### config.mk
export PLATFORM = sky130hd
export DESIGN_NAME = ind_shadow_regs
export DESIGN_NICKNAME = d
export VERILOG_FILES = /design/src/rtl/ind_shadow_pkg.sv /design/src/rtl/ind_shadow_file.sv /design/src/rtl/ind_exp_bank.sv /design/src/rtl/ind_exp_space.sv /design/src/rtl/ind_shadow_regs.sv
export SDC_FILE = /design/constraint.sdc
export NUM_CORES = 2
export LEC_CHECK = 0
export ABC_AREA = 1
export BUFFER_PORTS_ARGS = -buffer_cell sky130_fd_sc_hd__buf_2
export CORE_ASPECT_RATIO = 0.6
export CORE_UTILIZATION = 30
export CTS_CLUSTER_SIZE = 24
export DETAILED_ROUTE_END_ITERATION = 16
export PLACE_DENSITY = 0.44
export SYNTH_ARGS = -nofsm -noshare
export SYNTH_HDL_FRONTEND = slang
export SYNTH_HIERARCHICAL = 1
export SYNTH_SLANG_ARGS = --single-unit
### constraint.sdc
create_clock -name clk -period 2.6 [get_ports clk]
set_clock_uncertainty 0.15 [all_clocks]
set_input_delay 0.13 -clock clk [delete_from_list [all_inputs] [get_ports clk]]
set_output_delay 0.13 -clock clk [all_outputs]
set_load 0.05 [all_outputs]
### src/rtl/ind_shadow_pkg.sv
package ind_shadow_pkg;
    localparam int REG_AW = 5;
    localparam int REG_DW = 16;

    typedef logic [REG_AW-1:0] reg_addr_t;
    typedef logic [REG_DW-1:0] reg_word_t;

    // visible register addresses
    localparam reg_addr_t ADDR_SHADOW = 5'h1C;
    localparam reg_addr_t ADDR_XSEL   = 5'h17;
    localparam reg_addr_t ADDR_XDATA  = 5'h15;

    // fields of the multiplexed shadow word
    localparam int SHD_STORE_BIT = 15;
    localparam int SHD_IDX_LSB   = 10;
    localparam int SHD_DW        = 10;

    // expansion address layout
    localparam int XBANK_LSB = 8;
    localparam int XBANK_W   = 4;
endpackage

### src/rtl/ind_shadow_file.sv
module ind_shadow_file #(
    parameter int NUM = 32,
    parameter int DW  = 10,
    localparam int IW = $clog2(NUM)
) (
    input  logic          clk,
    input  logic          rst,
    input  logic          store_en,
    input  logic          sel_en,
    input  logic [IW-1:0] idx,
    input  logic [DW-1:0] din,
    output logic [IW-1:0] sel_q,
    output logic [DW-1:0] sel_data
);
    typedef struct packed {
        logic [IW-1:0]          sel;
        logic [NUM-1:0][DW-1:0] mem;
    } shd_state_t;

    shd_state_t st_d, st_q;

    always_comb begin
        st_d = st_q;
        if (sel_en) begin
            st_d.sel = idx;
        end
        if (store_en) begin
            st_d.mem[idx] = din;
        end
    end

    always_ff @(posedge clk) begin
        if (rst) begin
            st_q <= '0;
        end else begin
            st_q <= st_d;
        end
    end

    assign sel_q    = st_q.sel;
    assign sel_data = st_q.mem[st_q.sel];
endmodule

### src/rtl/ind_exp_bank.sv
module ind_exp_bank #(
    parameter int DEPTH = 16,
    parameter int DW    = 16,
    localparam int OW   = $clog2(DEPTH)
) (
    input  logic          clk,
    input  logic          rst,
    input  logic          we,
    input  logic [OW-1:0] off,
    input  logic [DW-1:0] din,
    output logic [DW-1:0] dout
);
    typedef struct packed {
        logic [DEPTH-1:0][DW-1:0] mem;
    } bank_state_t;

    bank_state_t st_d, st_q;

    always_comb begin
        st_d = st_q;
        if (we) begin
            st_d.mem[off] = din;
        end
    end

    always_ff @(posedge clk) begin
        if (rst) begin
            st_q <= '0;
        end else begin
            st_q <= st_d;
        end
    end

    assign dout = st_q.mem[off];
endmodule

### src/rtl/ind_exp_space.sv
module ind_exp_space
    import ind_shadow_pkg::*;
#(
    parameter int                  NBANKS     = 2,
    parameter int                  DEPTH      = 16,
    parameter logic [NBANKS*4-1:0] BANK_CODES = 8'hEF,
    localparam int                 OW         = $clog2(DEPTH)
) (
    input  logic      clk,
    input  logic      rst,
    input  logic      sel_we,
    input  logic      data_we,
    input  reg_word_t din,
    output reg_word_t sel_q,
    output reg_word_t data_out,
    output logic      hit
);
    // bits that may be nonzero in a mapped expansion address
    localparam reg_word_t MAP_MASK =
        reg_word_t'(((1 << XBANK_W) - 1) << XBANK_LSB) | reg_word_t'(DEPTH - 1);

    typedef struct packed {
        reg_word_t sel;
    } xsel_state_t;

    xsel_state_t st_d, st_q;

    always_comb begin
        st_d = st_q;
        if (sel_we) begin
            st_d.sel = din;
        end
    end

    always_ff @(posedge clk) begin
        if (rst) begin
            st_q <= '0;
        end else begin
            st_q <= st_d;
        end
    end

    logic               spare_clear;
    logic [XBANK_W-1:0] code;
    logic [OW-1:0]      off;
    logic [NBANKS-1:0]  bank_hit;
    reg_word_t          bank_dout [NBANKS];

    assign spare_clear = (st_q.sel & ~MAP_MASK) == '0;
    assign code        = st_q.sel[XBANK_LSB +: XBANK_W];
    assign off         = st_q.sel[OW-1:0];

    for (genvar b = 0; b < NBANKS; b++) begin : g_bank
        assign bank_hit[b] = spare_clear && (code == BANK_CODES[b*4 +: 4]);

        ind_exp_bank #(
            .DEPTH (DEPTH),
            .DW    (REG_DW)
        ) u_bank (
            .clk  (clk),
            .rst  (rst),
            .we   (data_we && bank_hit[b]),
            .off  (off),
            .din  (din),
            .dout (bank_dout[b])
        );
    end

    always_comb begin
        data_out = '0;
        for (int b = 0; b < NBANKS; b++) begin
            if (bank_hit[b]) begin
                data_out = data_out | bank_dout[b];
            end
        end
    end

    assign hit   = |bank_hit;
    assign sel_q = st_q.sel;
endmodule

### src/rtl/ind_shadow_regs.sv
module ind_shadow_regs
    import ind_shadow_pkg::*;
#(
    parameter int                    NUM_SHADOW  = 32,
    parameter int                    XBANK_DEPTH = 16,
    parameter int                    NXBANKS     = 2,
    parameter logic [NXBANKS*4-1:0]  XBANK_CODES = 8'hEF
) (
    input  logic        clk,
    input  logic        rst,
    input  logic        wr_en,
    input  logic        rd_en,
    input  logic [4:0]  addr,
    input  logic [15:0] wdata,
    output logic [15:0] rdata,
    output logic        rd_valid
);
    localparam int SHD_IW = $clog2(NUM_SHADOW);

    // ---------------- write decode ----------------
    logic shd_access, shd_store, shd_select;
    logic xsel_we, xdata_we;

    assign shd_access = wr_en && (addr == ADDR_SHADOW);
    assign shd_store  = shd_access && wdata[SHD_STORE_BIT];
    assign shd_select = shd_access && !wdata[SHD_STORE_BIT];
    assign xsel_we    = wr_en && (addr == ADDR_XSEL);
    assign xdata_we   = wr_en && (addr == ADDR_XDATA);

    // ---------------- storage ----------------
    logic [SHD_IW-1:0] shd_sel;
    logic [SHD_DW-1:0] shd_data;
    reg_word_t         xsel_q, xdata;
    logic              xhit;

    ind_shadow_file #(
        .NUM (NUM_SHADOW),
        .DW  (SHD_DW)
    ) u_shadow (
        .clk      (clk),
        .rst      (rst),
        .store_en (shd_store),
        .sel_en   (shd_select),
        .idx      (wdata[SHD_IDX_LSB +: SHD_IW]),
        .din      (wdata[SHD_DW-1:0]),
        .sel_q    (shd_sel),
        .sel_data (shd_data)
    );

    ind_exp_space #(
        .NBANKS     (NXBANKS),
        .DEPTH      (XBANK_DEPTH),
        .BANK_CODES (XBANK_CODES)
    ) u_exp (
        .clk      (clk),
        .rst      (rst),
        .sel_we   (xsel_we),
        .data_we  (xdata_we),
        .din      (wdata),
        .sel_q    (xsel_q),
        .data_out (xdata),
        .hit      (xhit)
    );

    // ---------------- read path ----------------
    typedef struct packed {
        reg_word_t rdata;
        logic      valid;
    } rd_state_t;

    rd_state_t rd_d, rd_q;
    reg_word_t rd_word;

    always_comb begin
        unique case (addr)
            ADDR_SHADOW: rd_word = reg_word_t'({1'b0, shd_sel, shd_data});
            ADDR_XSEL:   rd_word = xsel_q;
            ADDR_XDATA:  rd_word = xhit ? xdata : '0;
            default:     rd_word = '0;
        endcase
    end

    always_comb begin
        rd_d       = rd_q;
        rd_d.valid = rd_en;
        if (rd_en) begin
            rd_d.rdata = rd_word;
        end
    end

    always_ff @(posedge clk) begin
        if (rst) begin
            rd_q <= '0;
        end else begin
            rd_q <= rd_d;
        end
    end

    assign rdata    = rd_q.rdata;
    assign rd_valid = rd_q.valid;
endmodule

# Word-level counts from Yosys, hierarchy flattened
# Index checks and enable logic that the tools add are counted.
totals:
  reg_bits: 870
  latchBits: 0
  ramBits: 0
  mem_bits_ro: 0
  input_bits: 25
  output_inout_bits: 17
  word_cells: 110
  memories: 0
classes:
  addsub: 0
  n_mul: 0
  n_div: 0
  magnitude_cmp: 5
  eq_ne: 5
  shift: 0
  mux: 17
  bitwise_logic: 1
  n_reduce_logical: 14
op_table:
  columns: ["op", "n"]
  rows:
  - ["bitwise mux 256 bit", 2]
  - ["bitwise mux 320 bit", 1]
  - ["binary-select mux 16 bit (select 4 bit)", 2]
  - ["2-to-1 mux 16 bit", 6]
  - ["demux 16 bit (select 4 bit)", 1]
  - ["binary-select mux 10 bit (select 5 bit)", 1]
  - ["demux 10 bit (select 5 bit)", 1]
  - ["one-hot mux 16 bit (3 select lines)", 1]
  - ["2-to-1 mux 10 bit", 2]
  - ["logical NOT 16 bit", 1]
  - ["bitwise OR 16 bit", 1]
  - ["equality test 5 bit, second input constant", 3]
  - ["less-than comparator 5 x 6 -> 1 bit, second input constant", 2]
  - ["logical AND 1 bit", 11]
  - ["equality test 4 bit, second input constant", 2]
  - ["greater-or-equal comparator 5 x 1 -> 1 bit, second input constant", 1]
  - ["less-than comparator 4 x 5 -> 1 bit, second input constant", 1]
  - ["greater-or-equal comparator 4 x 1 -> 1 bit, second input constant", 1]
  - ["OR reduction 2 bit", 1]
  - ["logical NOT 1 bit", 1]

# Longest topological paths before layout
depth:
  ltp_word: 7
  ltp_mapped: 19
  ltp_nobuf: 17

# Cells and area by module
# Netlist, hierarchy kept.
modules_own_cells:
  columns: ["module", "n_inst", "cells_per_inst", "area_each_um2", "seq_area_each_um2"]
  rows:
  - ["ind_exp_bank", 2, 1933, 11939.0, 5124.9]
  - ["ind_shadow_file", 1, 2241, 14644.0, 6506.2]
  - ["ind_shadow_regs", 1, 189, 1179.9, 340.3]
  - ["ind_exp_space", 1, 139, 929.6, 320.3]

# Least setup slack after synthesis
# No wires, ideal clock.
synth_timing:
  path_kind: "register to register"
  from: "reg u_exp.st_q, in the netlist u_exp/sel_q[7]"
  to: "reg u_exp/g_bank[0].u_bank/st_q[53] (netlist bit)"
  setup_ns: 0.132
  t_arrival_ns: 1.912
  required_ns: 2.318
  setup_slack_ns: 0.406
  path_stages_with_launch: 13
  path_buffers: 2
  synth_period_minus_slack_ns: 2.194
  cell_sequence: "dfxtp_1 > nor2_2 > nand2_2 > nor2_4 > buf_6 > nand2_2 > nor2_1 > nand3_1 > nor2_2 > inv_1 > buf_2 > nand2_1 > a21oi_1"
synth_via:
  elab_chain_len: 3
synth_lines:
  columns: ["element", "line_no", "source"]
  rows:
  - ["from (decl)", "ind_exp_space.sv:26", "xsel_state_t st_d, st_q;"]
  - ["from (signal assigned)", "ind_exp_space.sv:39", "st_q <= st_d;"]
  - ["logical NOT 16 bit", "ind_exp_space.sv:49", "assign spare_clear = (st_q.sel & ~MAP_MASK) == '0;"]
  - ["logical AND 1 bit", "ind_exp_space.sv:54", "assign bank_hit[b] = spare_clear && (code == BANK_CODES[b*4 +: 4]);"]
  - ["logical AND 1 bit", "ind_exp_space.sv:62", ".we (data_we && bank_hit[b]),"]
  - ["to (signal assigned)", "ind_exp_bank.sv:30", "st_q <= st_d;"]
  - ["to (decl)", "ind_exp_bank.sv:17", "bank_state_t st_d, st_q;"]
# Every way passes these cells.
# A chain may end at the register's enable or synchronous reset.

# Worst setup path in the final report
layout_timing:
  from: "in wr_en"
  to: "reg u_shadow/st_q[231] (netlist bit)"
layout_via:
  elab_chain_len: 2
layout_lines:
  columns: ["element", "line_no", "source"]
  rows:
  - ["from (decl)", "ind_shadow_regs.sv:11", "input logic wr_en,"]
  - ["logical AND 1 bit", "ind_shadow_regs.sv:24", "assign shd_access = wr_en && (addr == ADDR_SHADOW);"]
  - ["logical AND 1 bit", "ind_shadow_regs.sv:25", "assign shd_store = shd_access && wdata[SHD_STORE_BIT];"]
  - ["via shd_store", "ind_shadow_regs.sv:21", "logic shd_access, shd_store, shd_select;"]
  - ["to (signal assigned)", "ind_shadow_file.sv:36", "st_q <= st_d;"]
  - ["to (decl)", "ind_shadow_file.sv:20", "shd_state_t st_d, st_q;"]
# The timed path passes the listed nets, and every way through them passes these cells.

==> results.ini <==
[critical_path]
arrival_ns=3.06
endpoint_kind=flip-flop
cp.required_ns=3.01
reg2reg_depth=10
reg2reg_from=u_exp/sel_q[9]$_SDFFE_PP0P_
r2r-end=u_exp/g_bank[0].u_bank/st_q[150]$_SDFFE_PP0P_
crit_type=input pin to flip-flop
cp_max_fo=10
reg2reg_setup_slack_ns=0.10
cp-start-kind=input pin

[synthesis]
seq_area_frac_synth_pct=42.87
ys_top_cells_by_area=dfxtp_1 43%, nand2_1 33%, a21oi_1 10%, nand3_1 4.6%, clkbuf_1 2.2%
synth_cell_types=27
synth_most_common_cell=nand2_1
post-synth-top-area-cell=dfxtp_1
synth_area_per_cell_um2=6.314
ys.flop_type=dfxtp_1
synthTopCellsByCount=3520 x nand2_1, 870 x dfxtp_1, 838 x a21oi_1
synth_area_mm2=0.04063
synth_fp_nets=6460
synth_edf_count=0
synth_warnings=6
synth.top_cell.area_share_pct=42.87
synthArstFlopShare_pct=0
synthCells=6435
ys_seq_elements=870

[timing]
period_share_pct=102.2
timing.final.ws_setup_ns=-0.05717
rsz0062_at_grt=true
worstMarginPinSlew_ns=0.7600
whs_ns=0.08311
fin_crit_ns=2.657
setup_viol=30
max_slew_margin_pct=49.33
drv_slew=0
final-hold-violation-count=0
fin_tns_setup_ns=-1.050
fmaxAchievable_mhz=376.3

[clock_network]
cts_buffer_depth=3
insertion_delay_ns=0.71
root_buffer=clkbuf_16
clk_pin_slew_worst_paths_ns=0.06
cts_buffers=89
cts_tree=yes
htree_levels=3
cts.sink_count=870

[finish]
fin_util_pct=35.15
nets=6390
syn_to_final_growth_pct=16.19
n_fill_cell=14606
finalNonFillerCells=8240
drive_above_1_share_pct=8.358

[placement]
io_buffers=41
dp_hpwl_um=104100
dp_cells=8030
gp_congestion=0.8552

[min_path]
min_path_cells=8
whs_endpoint=rdata[6]$_SDFFE_PP0P_
hp-class=input pin to flip-flop
hold_start=addr[3]

[detailed_routing]
drt_iter0_drc=4349
wl_per_cell_um=20.00
vias_per_cell=4.990
dr.pass1.iters=6
drc=0
drtAntennaViolNets=0
wl_um=164800
vias=41115

[floorplanning]
die_area_mm2=0.1370
ios=42
coreArea_mm2=0.1343
fp-row-count=104
fp.dieW_um=477.1
die_h_um=287.1
start_util_pct=30.26

[global_routing]
gr-total-overflow=0
track_usage_pct=23.31
grt_pass1_vias=37213
antenna_found_initial=2
grt_pass1_wl_um=244900
grt_max_degree=98

[run_status]
status=finished with violations
violations=setup timing

[power]
powerDensity_mw_per_mm2=594.9
p_leak_nw=17.99
ir_drop_mv=0.4896

[flow_run]
max_cap_viol_count=0

==> layout by cell type, fill, tap and decap left out, drive strengths merged, types with 32 or more instances in the layout <==
cell            n
nand2        3526
dfxtp         870
a21oi         843
nand3         375
buf           279
clkbuf        142
inv           136
nor2          123
clkinv         51
dlygate4sd3    32
==> metal layers <==
layer  part of all wire [%]  GRT usage, %  routed length (µm)
met1                     51         36.68               84220
met2                     39         31.59               64320
met3                    7.7         4.444               12680
met4                    2.2         5.639                3547
met5                 0.0049             0                   8
==> per-stage QoR <==
stage               total power [mW]  instance area [µm²]  setup WS (ns)
floorplan                      14.10                40630         0.4060
CTS                            28.43                46690        0.01306
detailed placement             14.65                43340        -0.3643
global route                   29.00                47210      -0.002044
global placement               14.65                43340        -0.3214
finish                         28.08                47210       -0.05717
==> cell families after synthesis <==
kind of cell	Yosys count	synth area share, %
AND/OR/NAND/NOR	4064	39.34
buffers and inverters	652	7.252
flip-flops	870	42.87
AO/OA/AOI/OAI	849	10.54
==> sequential cells by signal (all words and copies together) (netlist names) <==
| register | count |
|---|---|
| u_exp/g_bank.u_bank/st_q | 512 |
| u_exp/sel_q | 16 |
| rd_valid | 1 |
| u_shadow/sel_q | 5 |
| rdata | 16 |
| u_shadow/st_q | 320 |
==> timing repair <==
item / 4_1_cts / 5_1_grt
endpoints found under the hold margin: 640 / 0
setup endpoints to repair: 1 / 252
pin swaps: 0 / 3
buffers inserted: 0 / 8
resized for setup: 1 / 56
hold buffers: 32 / 0
cloned: 0 / 7
==> cell type report <==
| cell class | instances | area [µm²] | area share (%) |
|---|---|---|---|
| tap | 1802 | 2255 | 4.776 |
| clock inverter | 28 | 371.6 | 0.7872 |
| inverter | 173 | 718.2 | 1.521 |
| clock buffer | 135 | 2653 | 5.619 |
| timing repair buffer | 318 | 3423 | 7.251 |
| multi-input combinational | 4913 | 20360 | 43.12 |
| antenna | 1 | 2.502 | 0.005301 |
| sequential | 870 | 17430 | 36.92 |
==> worst max-delay path by stage <==
stage | start | to | slack [ns] | cells after the start
global route | u_exp/sel_q[0]$_SDFFE_PP0P_ | rdata[9]$_SDFFE_PP0P_ | -0.002 | 19
floorplan | u_exp/sel_q[7]$_SDFFE_PP0P_ | u_exp/g_bank[0].u_bank/st_q[53]$_SDFFE_PP0P_ | 0.41 | 12
detailed placement | addr[2] | u_shadow/st_q[54]$_SDFFE_PP0P_ | -0.36 | 12
CTS | u_exp/sel_q[0]$_SDFFE_PP0P_ | rdata[9]$_SDFFE_PP0P_ | 0.01 | 20
finish | wr_en | u_shadow/st_q[231]$_SDFFE_PP0P_ | -0.06 | 11
global placement | addr[2] | u_shadow/st_q[58]$_SDFFE_PP0P_ | -0.32 | 12
==> power by group <==
group	total (mW)	internal [mW]	leakage, nW	switching (mW)
clock	13.7	7.76	1.49	5.93
sequential	13.3	13.3	7.01	0.00520
combinational	1.07	0.206	9.49	0.859
==> critical path, cell delays in order <==
cell and delay [ns]:
dlygate4sd3_1 0.52, buf_2 0.13, inv_1 0.10, nor3b_1 0.56, buf_4 0.24, nand3_1 0.07
buf_4 0.18, nor2_1 0.44, clkinv_1 0.46, nand2_1 0.16, a21oi_1 0.07
(Power assumes the default switching activity.)
